**src/rtl/irq_vector_ctrl.sv**
```systemverilog
module irq_vector_ctrl #(
  parameter int ADDR_W = 8,
  parameter logic [ADDR_W-1:0] A_CTL0 = 'h0B,
  parameter logic [ADDR_W-1:0] A_CTL1 = 'h1E,
  parameter logic [ADDR_W-1:0] A_SUB  = 'h2F,
  parameter int VEC_BASE = 4,
  parameter int VEC_STEP = 4
) (
  input  logic              clk,
  input  logic              rst_n,
  input  logic [ADDR_W-1:0] reg_addr,
  input  logic              reg_wr,
  input  logic [7:0]        reg_wdata,
  output logic [7:0]        reg_rdata,
  input  logic              ev_ext,
  input  logic              ev_tmr0,
  input  logic              ev_tmr1,
  input  logic              ev_uart,
  input  logic              ev_i2c,
  input  logic              ev_tmr2,
  input  logic              ev_tbase,
  input  logic              ev_rtc,
  output logic              irq_req,
  output logic [7:0]        irq_vec,
  input  logic              irq_ack
);
  localparam int NSRC = 6;
  localparam int NSUB = 3;
  localparam int IDX_W = $clog2(NSRC);
  localparam int VEC_MAX = VEC_BASE + VEC_STEP * (NSRC - 1);

  logic             gie;
  logic [NSRC-1:0]  en, flg;
  logic [NSUB-1:0]  sen, sflg;
  logic             mf_q;
  logic [IDX_W-1:0] win_q;

  wire wr0 = reg_wr && (reg_addr == A_CTL0);
  wire wr1 = reg_wr && (reg_addr == A_CTL1);
  wire wr2 = reg_wr && (reg_addr == A_SUB);
  wire unused_wbits = &{1'b0, reg_wdata[7], reg_wdata[3]};

  wire [NSUB-1:0] sub_ev = {ev_rtc, ev_tbase, ev_tmr2};
  wire            mf_any  = |(sflg & sen);
  wire            mf_rise = mf_any & ~mf_q;
  wire [NSRC-1:0] hw_set  = {mf_rise, ev_i2c, ev_uart, ev_tmr1, ev_tmr0, ev_ext};
  wire            ack_fire = irq_req & irq_ack;

  logic [NSRC-1:0] ack_clr;
  always_comb begin
    ack_clr = '0;
    if (ack_fire) ack_clr[win_q] = 1'b1;
  end

  wire [NSRC-1:0] pend = flg & en & {NSRC{gie}};

  logic [IDX_W-1:0] win_idx;
  always_comb begin
    win_idx = '0;
    for (int i = NSRC - 1; i >= 0; i--)
      if (pend[i]) win_idx = IDX_W'(i);
  end

  wire [NSRC-1:0] flg_base = flg & ~ack_clr;
  wire [NSRC-1:0] flg_nxt = hw_set | {
    wr1 ? reg_wdata[6:4] : flg_base[5:3],
    wr0 ? reg_wdata[6:4] : flg_base[2:0]};

  always_ff @(posedge clk or negedge rst_n) begin
    if (!rst_n) begin
      gie  <= 1'b0;
      en   <= '0;
      flg  <= '0;
      sen  <= '0;
      sflg <= '0;
      mf_q <= 1'b0;
    end else begin
      flg  <= flg_nxt;
      sflg <= (wr2 ? reg_wdata[6:4] : sflg) | sub_ev;
      mf_q <= mf_any;
      if (wr0) begin
        gie     <= reg_wdata[0];
        en[2:0] <= reg_wdata[3:1];
      end else if (ack_fire) begin
        gie <= 1'b0;
      end
      if (wr1) en[5:3] <= reg_wdata[2:0];
      if (wr2) sen     <= reg_wdata[2:0];
    end
  end

  always_ff @(posedge clk or negedge rst_n) begin
    if (!rst_n) begin
      irq_req <= 1'b0;
      irq_vec <= '0;
      win_q   <= '0;
    end else if (ack_fire) begin
      irq_req <= 1'b0;
    end else if (!irq_req && |pend) begin
      irq_req <= 1'b1;
      irq_vec <= 8'(VEC_BASE + VEC_STEP * int'(win_idx));
      win_q   <= win_idx;
    end
  end

  always_comb begin
    case (reg_addr)
      A_CTL0:  reg_rdata = {1'b0, flg[2:0], en[2:0], gie};
      A_CTL1:  reg_rdata = {1'b0, flg[5:3], 1'b0, en[5:3]};
      A_SUB:   reg_rdata = {1'b0, sflg, 1'b0, sen};
      default: reg_rdata = 8'h00;
    endcase
  end

  AST_REQ_NEEDS_GIE: assert property (@(posedge clk) disable iff (!rst_n)
    $rose(irq_req) |-> $past(gie));
  AST_VEC_LEGAL: assert property (@(posedge clk) disable iff (!rst_n)
    irq_req |-> (int'(irq_vec) >= VEC_BASE && int'(irq_vec) <= VEC_MAX
                 && ((int'(irq_vec) - VEC_BASE) % VEC_STEP) == 0));
  AST_VEC_HELD: assert property (@(posedge clk) disable iff (!rst_n)
    irq_req && !irq_ack |=> irq_req && $stable(irq_vec));
  AST_ACK_DROPS: assert property (@(posedge clk) disable iff (!rst_n)
    irq_req && irq_ack |=> !irq_req);
  AST_ACK_MASKS: assert property (@(posedge clk) disable iff (!rst_n)
    irq_req && irq_ack && !wr0 |=> !gie);
  AST_HW_WINS: assert property (@(posedge clk) disable iff (!rst_n)
    ev_ext |=> flg[0]);
  AST_SUB_KEPT: assert property (@(posedge clk) disable iff (!rst_n)
    ack_fire && !wr2 |=> sflg >= $past(sflg));
endmodule

```
**config.mk**
```make
export PLATFORM = sky130hd
export DESIGN_NAME = irq_vector_ctrl
export DESIGN_NICKNAME = d
export VERILOG_FILES = /design/src/rtl/irq_vector_ctrl.sv
export SDC_FILE = /design/constraint.sdc
export NUM_CORES = 1
export LEC_CHECK = 0
export BUFFER_PORTS_ARGS = -buffer_cell sky130_fd_sc_hd__buf_2
export CAP_MARGIN = 20
export CORE_ASPECT_RATIO = 0.9
export CORE_UTILIZATION = 45
export CTS_CLUSTER_DIAMETER = 80
export DETAILED_ROUTE_END_ITERATION = 8
export PLACE_DENSITY = 0.78
export SYNTH_ARGS = -nofsm -noshare
export SYNTH_HDL_FRONTEND = slang
export SYNTH_SLANG_ARGS = --single-unit
export TNS_END_PERCENT = 20
```
**constraint.sdc**
```tcl
create_clock -name clk -period 2 [get_ports clk]
set_input_delay 0.1 -clock clk [delete_from_list [all_inputs] [get_ports clk]]
set_output_delay 0.1 -clock clk [all_outputs]
set_load 0.03 [all_outputs]
```
# [Word level (Yosys, flattened, before mapping)]
# Cells that the tools add are included.
[totals] register_bits=32
[op_classes] n_addsub=1 n_lt_le_gt_ge=2 n_eq_ne=3 mux=17 bitwise_logic=11 n_reduce_logical=11
[op_table] op="3-bit two-way mux" n=9
[op_table] op="7-bit one-hot mux with 3 select lines" n=1
[op_table] op="6-bit bitwise AND" n=3
[op_table] op="8-bit by 4-bit equality test with 1-bit output (second input constant)" n=1
[op_table] op="8-bit by 5-bit equality test with 1-bit output (second input constant)" n=1
[op_table] op="8-bit by 6-bit equality test with 1-bit output (second input constant)" n=1
[op_table] op="3-bit by 5-bit adder with 6-bit output (first input constant)" n=1
[op_table] op="6-bit two-way mux" n=1
[op_table] op="6-bit inverter" n=1
[op_table] op="6-bit bitwise OR" n=1
[op_table] op="6-bit OR reduction" n=1
[op_table] op="1-bit logical AND" n=5
[op_table] op="1-bit two-way mux" n=5
[op_table] op="3-bit by 4-bit < comparator with 1-bit output (second input constant)" n=1
[op_table] op="2-bit nonzero test" n=2
[op_table] op="3-bit bitwise AND" n=1
[op_table] op="1-bit demux with 3-bit select" n=1
[op_table] op="3-bit by 1-bit greater-or-equal comparator with 1-bit output (second input constant)" n=1
[op_table] op="3-bit bitwise OR" n=1
[op_table] op="3-bit OR reduction" n=1
[op_table] op="1-bit bitwise AND" n=2
[op_table] op="1-bit inverter" n=2
[op_table] op="2-bit AND reduction" n=1
[op_table] op="1-bit zero test" n=1

# [Longest topological paths before layout]
# Gate-level depths: netlist of run 1.
[logic_depth] depth_word=9 mapped_depth=6

# [Least setup slack after synthesis of run 1]
# OpenSTA, ideal clock, no wires.
[synth_path] path_kind="input-to-output" from="input reg_addr[7]" to="output reg_rdata[1]" arrival_ns=1.458 t_required_ns=1.900 path_slack_ns=0.442 stages=5 n_path_buf=1 cell_sequence="or3b_1 buf_6 nor3_1 a222oi_1 inv_1"
[synth_between] elab_chain_cells=2 elab_cells_between_ends=4 classes_between="3 x eq/ne; 1 x mux"
[synth_lines] element="from (decl)" line_no="11" source="input logic [ADDR_W-1:0] reg_addr,"
[synth_lines] element="8-bit by 6-bit equality test with 1-bit output (tied with other cells)" line_no="107" source="case (reg_addr)"
[synth_lines] element="7-bit one-hot mux with 3 select lines *" line_no="107"
[synth_lines] element="to (decl)" line_no="14" source="output logic [7:0] reg_rdata,"
# Every way passes the cells marked *; elsewhere a longest branch is shown, timed or not.

# [Final worst setup path of run 1]
[layout_path] from="input reg_addr[7]" to="output reg_rdata[2]"
# The elaborated chain is that of the path after synthesis.

==> flow_summary.ini, run 1 <==
[layout]
final_common_cell = buf_2
fillCellCount = 280
diodes = 0
fin_nets = 219
layout-drive-gt1-share = 0.3368
syn2layout_area_growth_pct = 19.97
multi_input_area_sq_um = 760.7
layout_common_cells = 38 x buf_2, 28 x dfrtp_1, 15 x nand2_1
seq_area_sq_um = 700.7

[yosys]
synth_compound_area_frac = 0.2078
synth_xor_area_frac = 0
synth-edff-count = 0
synth-simple-area-share = 0.1989
async_flop_share = 1.000
synth_top_family_by_area = compound AO/OA/AOI/OAI gates
synth_area_per_cell_sq_um = 10.60
synth_area_sq_um = 1548
seq_area_frac_synth = 0.4527
postSynthCellCount = 146
yosysWarnings = 0
synthAdderAreaFrac = 0
synth_mux_area_frac = 0.07276
netlist-cell-type-count = 36
synth_flop_cell = dfrtp_1
yosys_register_bits = 28

[worst_setup_path]
critPathLaunch = reg_addr[7]
cp_top_family = simple AND/OR/NAND/NOR gates
path_cells = buf_2 -> or3b_1 -> nor3_4 -> a222oi_1 -> inv_1 -> buf_2
end_kind = output pin
startpoint_type = input port
critPathKind = in -> out
cp_data_arrival_time_ns = 1.72
cp_max_fo = 10
required_ns = 1.90
cp_common_cell = buf_2
crit_path_top_delay_cell = or3b_1
max_stage_delay_ns = 0.56
timing.rr.start = en[5]
worst-path-buf-inv = 3

[timing]
fin_worst_skew_ns = 0.002054
timing.hold.ws_ns = 0.005851
timing.final.crit_period_ns = 1.821
slew_violations = 0
hold_viol_final = 0
slew_headroom = 0.5792
finalSetupTns_ns = 0
setup_viol = 0
clock.fmax_mhz = 549.2
max_slew.worst_pin.slew_ns = 0.6312
timing.final.crit_share = 0.9103
rsz0062_at_grt = no

[global_routing]
gr-total-overflow = 0
grt_max_degree = 29
grtUsageTotal = 0.2203
grt_pass1_vias = 1293
grt_pass1_wl_mm = 6.196
antenna_found_initial = 0

[routing]
drtPass1Iterations = 5
ant_nets = 0
drc = 0
viasPerCell = 5.780
wl_mm = 3.750
via_count = 1341
drt_first_iter_violations = 95
avgRoutedWirePerCell_um = 16.16

[worst_hold_path]
hold_class = in -> reg
min-delay-start = ev_tbase

[clock_network]
clk_latency_ns = 0.27
cts_tree = built
cts_buffer_depth = 2
path_clk_slew_ns = 0.09
cts_root_buf = clkbuf_8
ctsHtreeMaxLevel = 1
cts_sinks = 28
postCtsSetupBuffers = 0
cts_buffers = 3

[die]
rows = 19
core_area_sq_um = 3162
die_width_um = 63.82
io_pins = 45
floorplan.initialDensity = 0.4895
dieArea_sq_um = 3678
die_h_um = 57.64

[power]
power_mw = 1.265
p_per_area_nw_per_um2 = 681.4
ir_worst_vdd_v = 0.0003738
p_leak_nw = 0.9260

[placement]
portBuffers = 38
gp_congestion = 0.9251
hpwl_mm = 2.871

[outcome]
status = finished, final reports clean

[job]
maxCapViolations = 0
-- Yosys cell counts, drive strengths merged, types with 2 or more instances --
library cell | number | share of area
dfrtp | 28 | 0.45
o21ai | 14 | 0.045
nor2 | 5 | 0.012
a222oi | 6 | 0.039
a211o | 6 | 0.034
buf | 7 | 0.039
a31oi | 3 | 0.012
or3b | 2 | 0.011
nand2 | 16 | 0.044
nand3b | 2 | 0.0097
and2 | 5 | 0.020
nand3 | 2 | 0.0065
inv | 11 | 0.027
nor3 | 2 | 0.014
nand2b | 3 | 0.012
nor4 | 2 | 0.027
nor2b | 2 | 0.0081
o31ai | 3 | 0.015
and3 | 3 | 0.015
a22oi | 2 | 0.0097
a22o | 4 | 0.023
mux2 | 9 | 0.073
-- per-layer routing --
layer  track usage  wire length [um]  vias to the layer above
met3       0.04724               253                        7
li1              -                 -                      619
met2        0.3678              1833                       55
met5             0                 0                        -
met1        0.2886              1618                      660
met4       0.06818                44                        0
-- kinds of logic (layout without fill, tap and decap cells) --
group,after synthesis,after routing
and+or+nand+nor,46,46
AOI/OAI and AO/OA,44,44
DFF,28,28
buffers and inverters,18,58
muxes,9,9
other,1,5
-- stage by stage --
step	worst slack, ns	cells	utilization	instance area, sq um
global placement	0.2288	227	0.5615	1775
finish	0.1793	232	0.5873	1857
floorplan	0.4417	150	-	1563
global route	0.1449	232	0.5873	1857
detailed placement	0.1748	227	0.5615	1775
CTS	0.1813	232	0.5873	1857
-- state kept, by name, summed over array words and instances, names as in the netlist --
name and flops:
en 6, flg 6, irq_vec 4, sen 3, sflg 3, win_q 3
gie 1, irq_req 1, mf_q 1
-- final cells by class --
cell class                      instances  area share
Multi-Input combinational cell        104      0.4097
Sequential cell                        28      0.3774
Timing Repair Buffer                   43      0.1240
Tap cell                               42     0.02830
Clock buffer                            3     0.02224
Inverter                               11     0.02224
Clock inverter                          1     0.01617
-- final timing paths --
path	to	depth (start not counted)	slack, ns
max	reg_rdata[2]	6	0.18
min	sflg[1]	2	0.006
min in group asynchronous	win_q[1]	2	0.37
min reg2reg	irq_vec[5]	1	0.49
max reg2reg	irq_vec[2]	4	0.51
max in group asynchronous	flg[0]	2	1.23
-- report_power, final --
| group | switching [mW] | internal, mW |
|---|---|---|
| sequential | 0.0319 | 0.599 |
| combinational | 0.117 | 0.0736 |
| clock | 0.176 | 0.268 |
| total | 0.325 | 0.941 |
-- timing repair --
| item | CTS | global route |
|---|---|---|
| hold buffers | 1 | 0 |
| hold endpoints to repair | 28 | 0 |
| resized for setup | 0 | 0 |
-- worst reg2reg max path, cell delays in order (launching register included) --
cell      delay [ns]
dfrtp_1         0.44
a22o_1          0.30
o31ai_1         0.32
nand3b_1        0.18
a21boi_0        0.17
Note: power is estimated with default switching activity, not from simulation.
==> run 2: changes to the inputs <==
--- a/config.mk
+++ b/config.mk
@@ -8,10 +8,10 @@
 export BUFFER_PORTS_ARGS = -buffer_cell sky130_fd_sc_hd__buf_2
 export CAP_MARGIN = 20
 export CORE_ASPECT_RATIO = 0.9
-export CORE_UTILIZATION = 45
+export CORE_UTILIZATION = 51
 export CTS_CLUSTER_DIAMETER = 80
 export DETAILED_ROUTE_END_ITERATION = 8
-export PLACE_DENSITY = 0.78
+export PLACE_DENSITY = 0.86
 export SYNTH_ARGS = -nofsm -noshare
 export SYNTH_HDL_FRONTEND = slang
 export SYNTH_SLANG_ARGS = --single-unit
==> constraint.sdc (replaced) <==
create_clock -name clk -period 2 [get_ports clk]
set_input_delay 0.1 -clock clk [delete_from_list [all_inputs] [get_ports clk]]
set_output_delay 0.1 -clock clk [all_outputs]
set_load 0.05 [all_outputs]
==> flow_summary.ini, run 2 (synthesized netlist as in run 1, its figures left out) <==
[worst_setup_path]
path_cells = buf_2 -> or3b_1 -> nor4_4 -> buf_4 -> nor2_1 -> a211o_1 -> dlygate4sd3_1
cp_top_family = simple AND/OR/NAND/NOR gates
cp_max_fo = 11
required_ns = 2.24
max_stage_delay_ns = 0.56
startpoint_type = input port
cp_data_arrival_time_ns = 2.22
worst-path-buf-inv = 3
end_kind = register
critPathLaunch = reg_addr[7]
timing.rr.start = irq_req
crit_path_top_delay_cell = dlygate4sd3_1
critPathKind = in -> reg

[routing]
avgRoutedWirePerCell_um = 16.41
drtPass1Iterations = 6
ant_nets = 0
viasPerCell = 5.926
drt_first_iter_violations = 90
drc = 0
wl_mm = 3.988
via_count = 1440

[global_routing]
gr-total-overflow = 0
grt_max_degree = 29
gr-max-usage-layer = met2
antenna_found_initial = 0
met3_usage = 0.05437
grtUsageMet2 = 0.4556
grtUsageTotal = 0.2671
grt_pass1_wl_mm = 6.258
grt_pass1_vias = 1363
gr-usage-met1 = 0.3399

[clock_network]
ctsHtreeMaxLevel = 1
cts_hold_buf = 14
cts_sinks = 28
cts_tree = built
cts_buffers = 3
cts_buffer_depth = 2
post_cts_resized = 0
clk_latency_ns = 0.35
cts_root_buf = clkbuf_4
path_clk_slew_ns = 0.15
postCtsSetupBuffers = 0

[timing]
finalSetupTns_ns = 0
timing.final.crit_share = 0.9871
rsz0062_at_grt = no
max_slew.worst_pin.slew_ns = 0.6243
fin_worst_skew_ns = 0.005922
slew_violations = 0
setup_viol = 0
timing.final.crit_period_ns = 1.974
hold_viol_final = 0
slew_headroom = 0.5838
timing.hold.ws_ns = 0.01405
clock.fmax_mhz = 506.5

[layout]
finalInstanceArea_sq_um = 1966
diodes = 0
fin_nets = 232
layout.cells.non_filler = 243
final_common_cell = buf_2
layout_common_cells = 38 x buf_2, 28 x dfrtp_1, 15 x nand2_1
reg_top3 = en (6), flg (6), irq_vec (4)
syn2layout_area_growth_pct = 27.00
layout-drive-gt1-share = 0.3153

[power]
power_frac_seq = 0.506
p_comb_frac = 0.190
p_leak_nw = 0.9670
p_per_area_nw_per_um2 = 636.7
p_int_uw = 890.8
clockPowerShare = 0.304
ir_worst_vdd_v = 0.0005299
switching_share = 0.2883
switchingPower_uw = 360.8

[die]
core_area_sq_um = 2815
die_width_um = 60.07
die_h_um = 54.26
rows = 18
io_pins = 45
floorplan.initialDensity = 0.5498
dieArea_sq_um = 3259

[worst_hold_path]
hold_class = in -> reg
min-delay-start = reg_wdata[0]

[placement]
hpwl_mm = 2.929
portBuffers = 38
dp_cells = 225
placed_cell_area_sq_um = 1773
gp_congestion = 0.8654

[outcome]
status = finished, final reports clean

[job]
maxCapViolations = 0
==> run 2: stage by stage <==
step | worst slack (ns) | util | power [mW]
after floorplan | 0.3292 | - | 0.7860
after global placement | 0.1831 | 0.6298 | 0.8510
after detailed placement | 0.1778 | 0.6298 | 0.8611
after CTS | 0.09555 | 0.6982 | 1.256
after global routing | 0.01238 | 0.6982 | 1.298
final | 0.02573 | 0.6982 | 1.252
==> run 2: power by group through the flow <==
stage | combinational (mW) | sequential [mW] | clock, mW
global route | 0.258 | 0.636 | 0.403
finish | 0.238 | 0.634 | 0.380
detailed placement | 0.219 | 0.643 | 0
global placement | 0.211 | 0.640 | 0
CTS | 0.238 | 0.632 | 0.386
floorplan | 0.112 | 0.674 | 0
==> run 2: layout make-up <==
class / instances / area, sq um
timing repair buffer: 56 / 360.3
inverter: 11 / 41.29
clock buffer: 3 / 22.52
multi-input combinational: 104 / 760.7
clock inverter: 1 / 30.03
tap: 40 / 50.05
sequential: 28 / 700.7
fill: 215 / 849.6
==> run 2: final timing paths <==
path	end	slack, ns	cells after the start
setup / recovery	flg[1]	0.03	7
hold / removal	gie	0.01	3
setup reg to reg	flg[1]	0.10	5
hold reg to reg	irq_vec[3]	0.50	2
max in group asynchronous	irq_vec[3]	1.31	2
min in group asynchronous	flg[1]	0.28	2
==> run 2: worst register-to-register path, cell delays in order (launching register included) <==
cell and delay [ns]:
dfrtp_1 0.48, nand3_1 0.15, o31ai_1 0.23, nor2_1 0.10
a211o_1 0.27, dlygate4sd3_1 0.56
==> run 2: per-layer routing <==
| metal | wire length (um) | share of wire |
|---|---|---|
| met5 | 0 | 0 |
| met4 | 87 | 0.022 |
| met3 | 363 | 0.091 |
| met2 | 1959 | 0.49 |
| met1 | 1578 | 0.40 |
